<file path="src/rtl/crl_pkg.sv">
`timescale 1ns/1ps
package crl_pkg;
    localparam int WORDS     = 8;
    localparam int WORD_W    = 32;
    localparam int SEL_W     = $clog2(WORDS);
    localparam int LANES     = WORD_W / 8;
    localparam int CODE_WORD = 0;
    localparam int LINK_WORD = 5;
    localparam int LINK_W    = 16;
    localparam logic [LINK_W-1:0] LINK_NULL = 16'hFFFF;

    typedef enum logic [1:0] {
        ST_IDLE,
        ST_LOAD,
        ST_ISSUE,
        ST_RUN
    } crl_state_e;
endpackage

</file>
<file path="src/rtl/crl_desc_table.sv">
`timescale 1ns/1ps
module crl_desc_table import crl_pkg::*; #(
    parameter int DEPTH = 8,
    parameter int IDX_W = 3
) (
    input  logic              clk,
    input  logic              rst_n,
    input  logic              wr_fire,
    input  logic [IDX_W-1:0]  wr_entry,
    input  logic [SEL_W-1:0]  wr_word,
    input  logic [WORD_W-1:0] wr_data,
    input  logic [LANES-1:0]  wr_be,
    input  logic              fin_fire,
    input  logic [IDX_W-1:0]  fin_entry,
    input  logic [IDX_W-1:0]  rd_entry,
    input  logic [SEL_W-1:0]  rd_word,
    output logic [WORD_W-1:0] rd_data
);
    localparam int CELLS  = DEPTH * WORDS;
    localparam int ADDR_W = IDX_W + SEL_W;

    logic [WORD_W-1:0] cells [CELLS];
    logic [ADDR_W-1:0] wr_addr;
    logic [ADDR_W-1:0] fin_addr;
    logic [ADDR_W-1:0] rd_addr;
    logic [WORD_W-1:0] old_word;
    logic [WORD_W-1:0] merged;

    assign wr_addr  = {wr_entry, wr_word};
    assign fin_addr = {fin_entry, SEL_W'(LINK_WORD)};
    assign rd_addr  = {rd_entry, rd_word};
    assign old_word = cells[wr_addr];
    assign rd_data  = cells[rd_addr];

    // byte-lane merge: only enabled lanes take new data
    for (genvar b = 0; b < LANES; b++) begin : g_lane
        assign merged[b*8 +: 8] = wr_be[b] ? wr_data[b*8 +: 8] : old_word[b*8 +: 8];
    end

    always_ff @(posedge clk or negedge rst_n) begin
        if (!rst_n) begin
            for (int i = 0; i < CELLS; i++) begin
                cells[i] <= ((i % WORDS) == LINK_WORD) ? WORD_W'(LINK_NULL) : '0;
            end
        end else begin
            if (wr_fire) begin
                cells[wr_addr] <= merged;
            end
            if (fin_fire) begin
                cells[fin_addr][LINK_W-1:0] <= LINK_NULL;
            end
        end
    end
endmodule

</file>
<file path="src/rtl/crl_active_set.sv">
`timescale 1ns/1ps
module crl_active_set import crl_pkg::*; #(
    parameter int CODE_W = 4
) (
    input  logic                    clk,
    input  logic                    rst_n,
    input  logic                    load_en,
    input  logic [SEL_W-1:0]        load_word,
    input  logic [WORD_W-1:0]       load_data,
    output logic [WORDS*WORD_W-1:0] act_flat,
    output logic [LINK_W-1:0]       link,
    output logic [CODE_W-1:0]       code
);
    logic [WORD_W-1:0] slot [WORDS];

    for (genvar w = 0; w < WORDS; w++) begin : g_slot
        always_ff @(posedge clk or negedge rst_n) begin
            if (!rst_n) begin
                slot[w] <= '0;
            end else if (load_en && (load_word == SEL_W'(w))) begin
                slot[w] <= load_data;
            end
        end
        assign act_flat[w*WORD_W +: WORD_W] = slot[w];
    end

    assign link = slot[LINK_WORD][LINK_W-1:0];
    assign code = slot[CODE_WORD][CODE_W-1:0];
endmodule

</file>
<file path="src/rtl/crl_seq_fsm.sv">
`timescale 1ns/1ps
module crl_seq_fsm import crl_pkg::*; #(
    parameter int IDX_W  = 3,
    parameter int NCODES = 16,
    parameter int CODE_W = 4
) (
    input  logic              clk,
    input  logic              rst_n,
    input  logic              start_req,
    input  logic [IDX_W-1:0]  start_entry,
    input  logic              xfer_done,
    input  logic [LINK_W-1:0] link,
    input  logic [CODE_W-1:0] code,
    output crl_state_e        state,
    output logic [IDX_W-1:0]  cur_entry,
    output logic [SEL_W-1:0]  word_sel,
    output logic              load_en,
    output logic              xfer_go,
    output logic              busy,
    output logic              chain_done,
    output logic [NCODES-1:0] code_flags
);
    localparam logic [SEL_W-1:0] LAST_WORD = SEL_W'(WORDS - 1);

    crl_state_e         st_q, st_d;
    logic [IDX_W-1:0]   cur_q;
    logic [SEL_W-1:0]   cnt_q;
    logic [NCODES-1:1]  flags_q;
    logic               done_q;
    logic               last_word;
    logic               chain_end;

    assign last_word = (cnt_q == LAST_WORD);
    assign chain_end = (link == LINK_NULL);

    // state register
    always_ff @(posedge clk or negedge rst_n) begin
        if (!rst_n) st_q <= ST_IDLE;
        else        st_q <= st_d;
    end

    // transitions: kick, copied, launch, relink, finish
    always_comb begin
        st_d = st_q;
        unique case (st_q)
            ST_IDLE:  if (start_req) st_d = ST_LOAD;
            ST_LOAD:  if (last_word) st_d = ST_ISSUE;
            ST_ISSUE: st_d = ST_RUN;
            ST_RUN:   if (xfer_done) st_d = chain_end ? ST_IDLE : ST_LOAD;
        endcase
    end

    // outputs
    always_comb begin
        load_en    = (st_q == ST_LOAD);
        xfer_go    = (st_q == ST_ISSUE);
        busy       = (st_q != ST_IDLE);
        state      = st_q;
        cur_entry  = cur_q;
        word_sel   = cnt_q;
        chain_done = done_q;
        code_flags = {flags_q, done_q};
    end

    // entry pointer, word counter and completion flags
    always_ff @(posedge clk or negedge rst_n) begin
        if (!rst_n) begin
            cur_q   <= '0;
            cnt_q   <= '0;
            flags_q <= '0;
            done_q  <= 1'b0;
        end else begin
            unique case (st_q)
                ST_IDLE: begin
                    if (start_req) begin
                        cur_q   <= start_entry;
                        cnt_q   <= '0;
                        flags_q <= '0;
                        done_q  <= 1'b0;
                    end
                end
                ST_LOAD: cnt_q <= cnt_q + 1'b1;
                ST_ISSUE: ;
                ST_RUN: begin
                    if (xfer_done) begin
                        if (code != '0) flags_q[code] <= 1'b1;
                        if (chain_end) begin
                            done_q <= 1'b1;
                        end else begin
                            cur_q <= link[IDX_W-1:0];
                            cnt_q <= '0;
                        end
                    end
                end
            endcase
        end
    end
endmodule

</file>
<file path="src/rtl/chain_reload_ctrl.sv">
`timescale 1ns/1ps
module chain_reload_ctrl import crl_pkg::*; #(
    parameter int DEPTH  = 8,
    parameter int NCODES = 16,
    localparam int IDX_W = $clog2(DEPTH)
) (
    input  logic                    clk,
    input  logic                    rst_n,
    input  logic                    wr_en,
    input  logic [IDX_W-1:0]        wr_entry,
    input  logic [SEL_W-1:0]        wr_word,
    input  logic [WORD_W-1:0]       wr_data,
    input  logic [LANES-1:0]        wr_be,
    output logic                    wr_ready,
    input  logic                    fin_en,
    input  logic [IDX_W-1:0]        fin_entry,
    output logic                    fin_ready,
    input  logic                    start_req,
    input  logic [IDX_W-1:0]        start_entry,
    output logic                    busy,
    output logic                    xfer_go,
    input  logic                    xfer_done,
    output logic [WORDS*WORD_W-1:0] act_desc,
    output logic                    chain_done,
    output logic [NCODES-1:0]       code_flags
);
    localparam int CODE_W = $clog2(NCODES);

    crl_state_e         st_q;
    logic [IDX_W-1:0]   cur_entry;
    logic [SEL_W-1:0]   word_sel;
    logic               load_en;
    logic [WORD_W-1:0]  rd_data;
    logic [LINK_W-1:0]  link;
    logic [CODE_W-1:0]  code;
    logic               copying;

    assign copying   = (st_q == ST_LOAD);
    assign wr_ready  = !(copying && (wr_entry  == cur_entry));
    assign fin_ready = !(copying && (fin_entry == cur_entry));

    crl_desc_table #(.DEPTH(DEPTH), .IDX_W(IDX_W)) u_table (
        .clk       (clk),
        .rst_n     (rst_n),
        .wr_fire   (wr_en && wr_ready),
        .wr_entry  (wr_entry),
        .wr_word   (wr_word),
        .wr_data   (wr_data),
        .wr_be     (wr_be),
        .fin_fire  (fin_en && fin_ready),
        .fin_entry (fin_entry),
        .rd_entry  (cur_entry),
        .rd_word   (word_sel),
        .rd_data   (rd_data)
    );

    crl_active_set #(.CODE_W(CODE_W)) u_active (
        .clk       (clk),
        .rst_n     (rst_n),
        .load_en   (load_en),
        .load_word (word_sel),
        .load_data (rd_data),
        .act_flat  (act_desc),
        .link      (link),
        .code      (code)
    );

    crl_seq_fsm #(.IDX_W(IDX_W), .NCODES(NCODES), .CODE_W(CODE_W)) u_fsm (
        .clk         (clk),
        .rst_n       (rst_n),
        .start_req   (start_req),
        .start_entry (start_entry),
        .xfer_done   (xfer_done),
        .link        (link),
        .code        (code),
        .state       (st_q),
        .cur_entry   (cur_entry),
        .word_sel    (word_sel),
        .load_en     (load_en),
        .xfer_go     (xfer_go),
        .busy        (busy),
        .chain_done  (chain_done),
        .code_flags  (code_flags)
    );
endmodule

</file>
<file path="config.mk">
export PLATFORM = sky130hd
export DESIGN_NAME = chain_reload_ctrl
export DESIGN_NICKNAME = d
export VERILOG_FILES = /design/src/rtl/crl_pkg.sv /design/src/rtl/crl_desc_table.sv /design/src/rtl/crl_active_set.sv /design/src/rtl/crl_seq_fsm.sv /design/src/rtl/chain_reload_ctrl.sv
export SDC_FILE = /design/constraint.sdc
export NUM_CORES = 2
export LEC_CHECK = 0
export BUFFER_PORTS_ARGS = -buffer_cell sky130_fd_sc_hd__buf_2
export CORE_MARGIN = 2
export CORE_UTILIZATION = 35
export DETAILED_ROUTE_END_ITERATION = 6
export PLACE_DENSITY = 0.46
export SLEW_MARGIN = 20
export SYNTH_ARGS = -nofsm -noshare
export SYNTH_HDL_FRONTEND = slang
export SYNTH_SLANG_ARGS = --single-unit
</file>
<file path="constraint.sdc">
create_clock -name clk -period 4 [get_ports clk]
set_input_delay 0.2 -clock clk [delete_from_list [all_inputs] [get_ports clk]]
set_output_delay 0.2 -clock clk [all_outputs]
set_load 0.02 [all_outputs]
</file>
==> results.tsv <==
metric	value	unit
outcome	finished, violations left	
violations in the final reports	design-rule violations, negative hold slack	
register bit total from synthesis	2328	
net count of the mapped netlist	11000	
placement-stage worst setup slack	117	ps
Yosys warnings	0	
Hold WS	-38.5	ps
overflow left after global routing	0	
maximum number of pins on one net before global-route repair	136	
worst hold path class	in2reg	
highest ir drop seen on vdd	536	uV
count of input and output buffers	330	
Routed wire per std cell	38.4	um
final worst-path cycle share	96.0	%
number of synthesized flops with an enable pin	0	
fraction of final layout cells sized beyond drive strength 1	24.8	%
cell type with the highest aggregate area in the netlist	sky130_fd_sc_hd__dfrtp_1	
buffers inserted by post-CTS timing repair	0	
cell chosen for the clock root	sky130_fd_sc_hd__clkbuf_16	
power per unit of standard cell area	620	nW/um2
destination of the worst register-to-register timing path	u_active.act_flat[93]	
Core Footprint	331000	um2
number of buffers added by the clock tree synthesis step	280	
maximum clock skew at final layout	43.9	ps
part of the Yosys area used for sequential elements	50.1	%
number of global-route vias before repair	96100	
final count of hold timing violations	38	
Max Cap Viol	0	
Worst-Margin Slew	1210	ps
time the final worst path needs with I/O delays and setup	3840	ps
Setup CP Type	reg2reg	
worst r2r src	u_fsm.cur_entry[1]	
RePlAce Congestion	0.929	
TNS Setup	0	ps
highest clock frequency the design can meet	0.260	GHz
detailed-router iteration count before antenna repair	7	
Static Leakage	61.1	nW
final slew viol count	0	
most repeated cell in the gate-level netlist after synthesis	sky130_fd_sc_hd__nand2_1	
crit start category	flip-flop	
WL final	604	mm
worst reg-to-reg path cell count	8	
share of Yosys cell area claimed by the top area cell type	47.2	%
arrival time at the worst endpoint	4650	ps
CTS tree	done	
kind of capture point of the worst setup path	flip-flop	
via total after detailed routing	101000	
final standard cell utilization of the core	41.7	%
Chip Width	581	um
PostCTS Resize Cnt	0	
global-route usage over all layers	35.1	%
data required time of the critical path	4810	ps
Post-layout nets	11200	
insertion delay of the later-clocked pin in the worst-skew pair	970	ps
HPWL after detailed placement	383	mm
Die H	581	um
minimum setup slack in the final design	158	ps
top cells by area, synth	sky130_fd_sc_hd__dfrtp_1 (47%), sky130_fd_sc_hd__mux4_2 (12%), sky130_fd_sc_hd__o21ai_0 (8.6%)	
Primary FF master, synth	sky130_fd_sc_hd__dfrtp_1	
clock transition time at the flip-flop clock pins of the worst setup and hold paths	60	ps
Register-to-Register Setup Slack	160	ps
syn avg cell area	10.7	um2
total I/O pin count	331	
detail-routed via count per cell	6.40	
buffer depth of the longest clock path	4	
number of cells produced by synthesis	10900	
clk sinks	2328	
setup repair after global routing missed its margin	no	
number of antenna violations at the first check in global routing	51	
Site Rows	211	
drt first-iter violations	14000	
Cell variety after synth	82	
final antenna-violating net count	0	
Post-Synthesis Cell Area	117000	um2
H-tree level count	5	
launch point of the worst path	u_fsm.cur_entry[1]	
initial cell density of the core	35.2	%
Worst Path Max Fanout	58	
Die Footprint	338000	um2
end of the critical path	u_active.act_flat[93]	
synth cell count leaders	sky130_fd_sc_hd__nand2_1 (2304), sky130_fd_sc_hd__dfrtp_1 (2200), sky130_fd_sc_hd__o21ai_0 (2008), sky130_fd_sc_hd__clkbuf_1 (793), sky130_fd_sc_hd__mux4_2 (638)	
first-pass GRT wire length	828	mm
synthesis-to-finish area growth	18.3	%
async set-reset flop share out of synthesis	100	%
worst slew margin relative to its limit	19.4	%
Final setup violation count	0	
final routed DRC violation total	17	
==> stage by stage <==
stage	std cells	area (um2)	power, mW
final	15700	138000	85.6
after global routing	15700	138000	88.7
after CTS	15700	138000	85.4
after detailed placement	15100	128000	58.6
after global placement	15100	128000	58.0
after floorplan	10900	117000	45.7
==> critical path, cell delays in order (launching register included) <==
cell and delay [ps]:
sky130_fd_sc_hd__dfrtp_4 430, sky130_fd_sc_hd__buf_12 460, sky130_fd_sc_hd__buf_4 790, sky130_fd_sc_hd__mux4_2 410, sky130_fd_sc_hd__mux2i_1 340, sky130_fd_sc_hd__a221oi_1 150
sky130_fd_sc_hd__a22oi_1 560, sky130_fd_sc_hd__buf_4 300, sky130_fd_sc_hd__o21ai_0 110
==> what timing repair did <==
action,4_1_cts,5_1_grt
hold buffers,36,0
setup endpoints to repair,0,0
hold endpoints to repair,1000,0
==> cell type report <==
type | count | area [um2]
timing repair buffer | 1053 | 10000
multi-input combinational | 7415 | 54400
fill | 31600 | 193000
antenna | 42 | 105
inverter | 21 | 101
clock inverter | 81 | 1040
clock buffer | 425 | 8460
tap | 4366 | 5460
sequential | 2328 | 58400
==> kinds of logic after synthesis <==
kind of cell | count (synthesis) | synth area share, %
AO/OA/AOI/OAI | 3234 | 16.6
AND/OR/NAND/NOR | 2695 | 8.99
flip-flops | 2328 | 50.1
multiplexers | 1469 | 19.9
buffers and inverters | 1150 | 4.26
adder cells (fa/ha/maj) | 11 | 0.118
XOR/XNOR | 6 | 0.0450
==> worst min path at each step <==
stage,from,to,cells past startpoint,slack [ps]
floorplan,rst_n,asynchronous set/reset pin,0,-100
global placement,rst_n,u_active.act_flat[65],1,340
detailed placement,rst_n,u_active.act_flat[65],1,350
CTS,rst_n,asynchronous set/reset pin,2,5
global route,rst_n,asynchronous set/reset pin,2,40
finish,wr_data[26],flip-flop,4,-40
==> placed cells by master (no fill, tap or decap), drive strengths merged, types with 42 or more instances in the layout <==
| master | instances |
|---|---|
| buf | 1017 |
| dfrtp | 2200 |
| a221oi | 206 |
| clkinv | 53 |
| o22ai | 112 |
| clkbuf | 425 |
| o211ai | 77 |
| a22oi | 220 |
| mux4 | 638 |
| nand2 | 2304 |
| a22o | 55 |
| mux2i | 430 |
| a32oi | 59 |
| mux2 | 401 |
| o21ai | 2021 |
| nor2 | 238 |
| a221o | 69 |
| dfstp | 128 |
| a31oi | 53 |
| a21oi | 207 |
| diode | 42 |
==> per-layer routing <==
metal,wire length (um),GRT usage (%),vias to the layer above,share of wire [%]
met5,195,0,-,0.032
met2,256000,50.2,6915,42
met1,239000,46.7,51900,40
li1,-,-,40200,-
met4,40000,21.1,28,6.6
met3,68400,10.4,1683,11
==> where the power goes <==
part	internal, mW	switching [mW]	leakage (nW)
logic	10.3	16.8	25.6
clock network	15.9	11.0	4.70
registers	28.0	3.59	30.8
total	54.2	31.4	61.1
(Power assumes the default switching activity.)
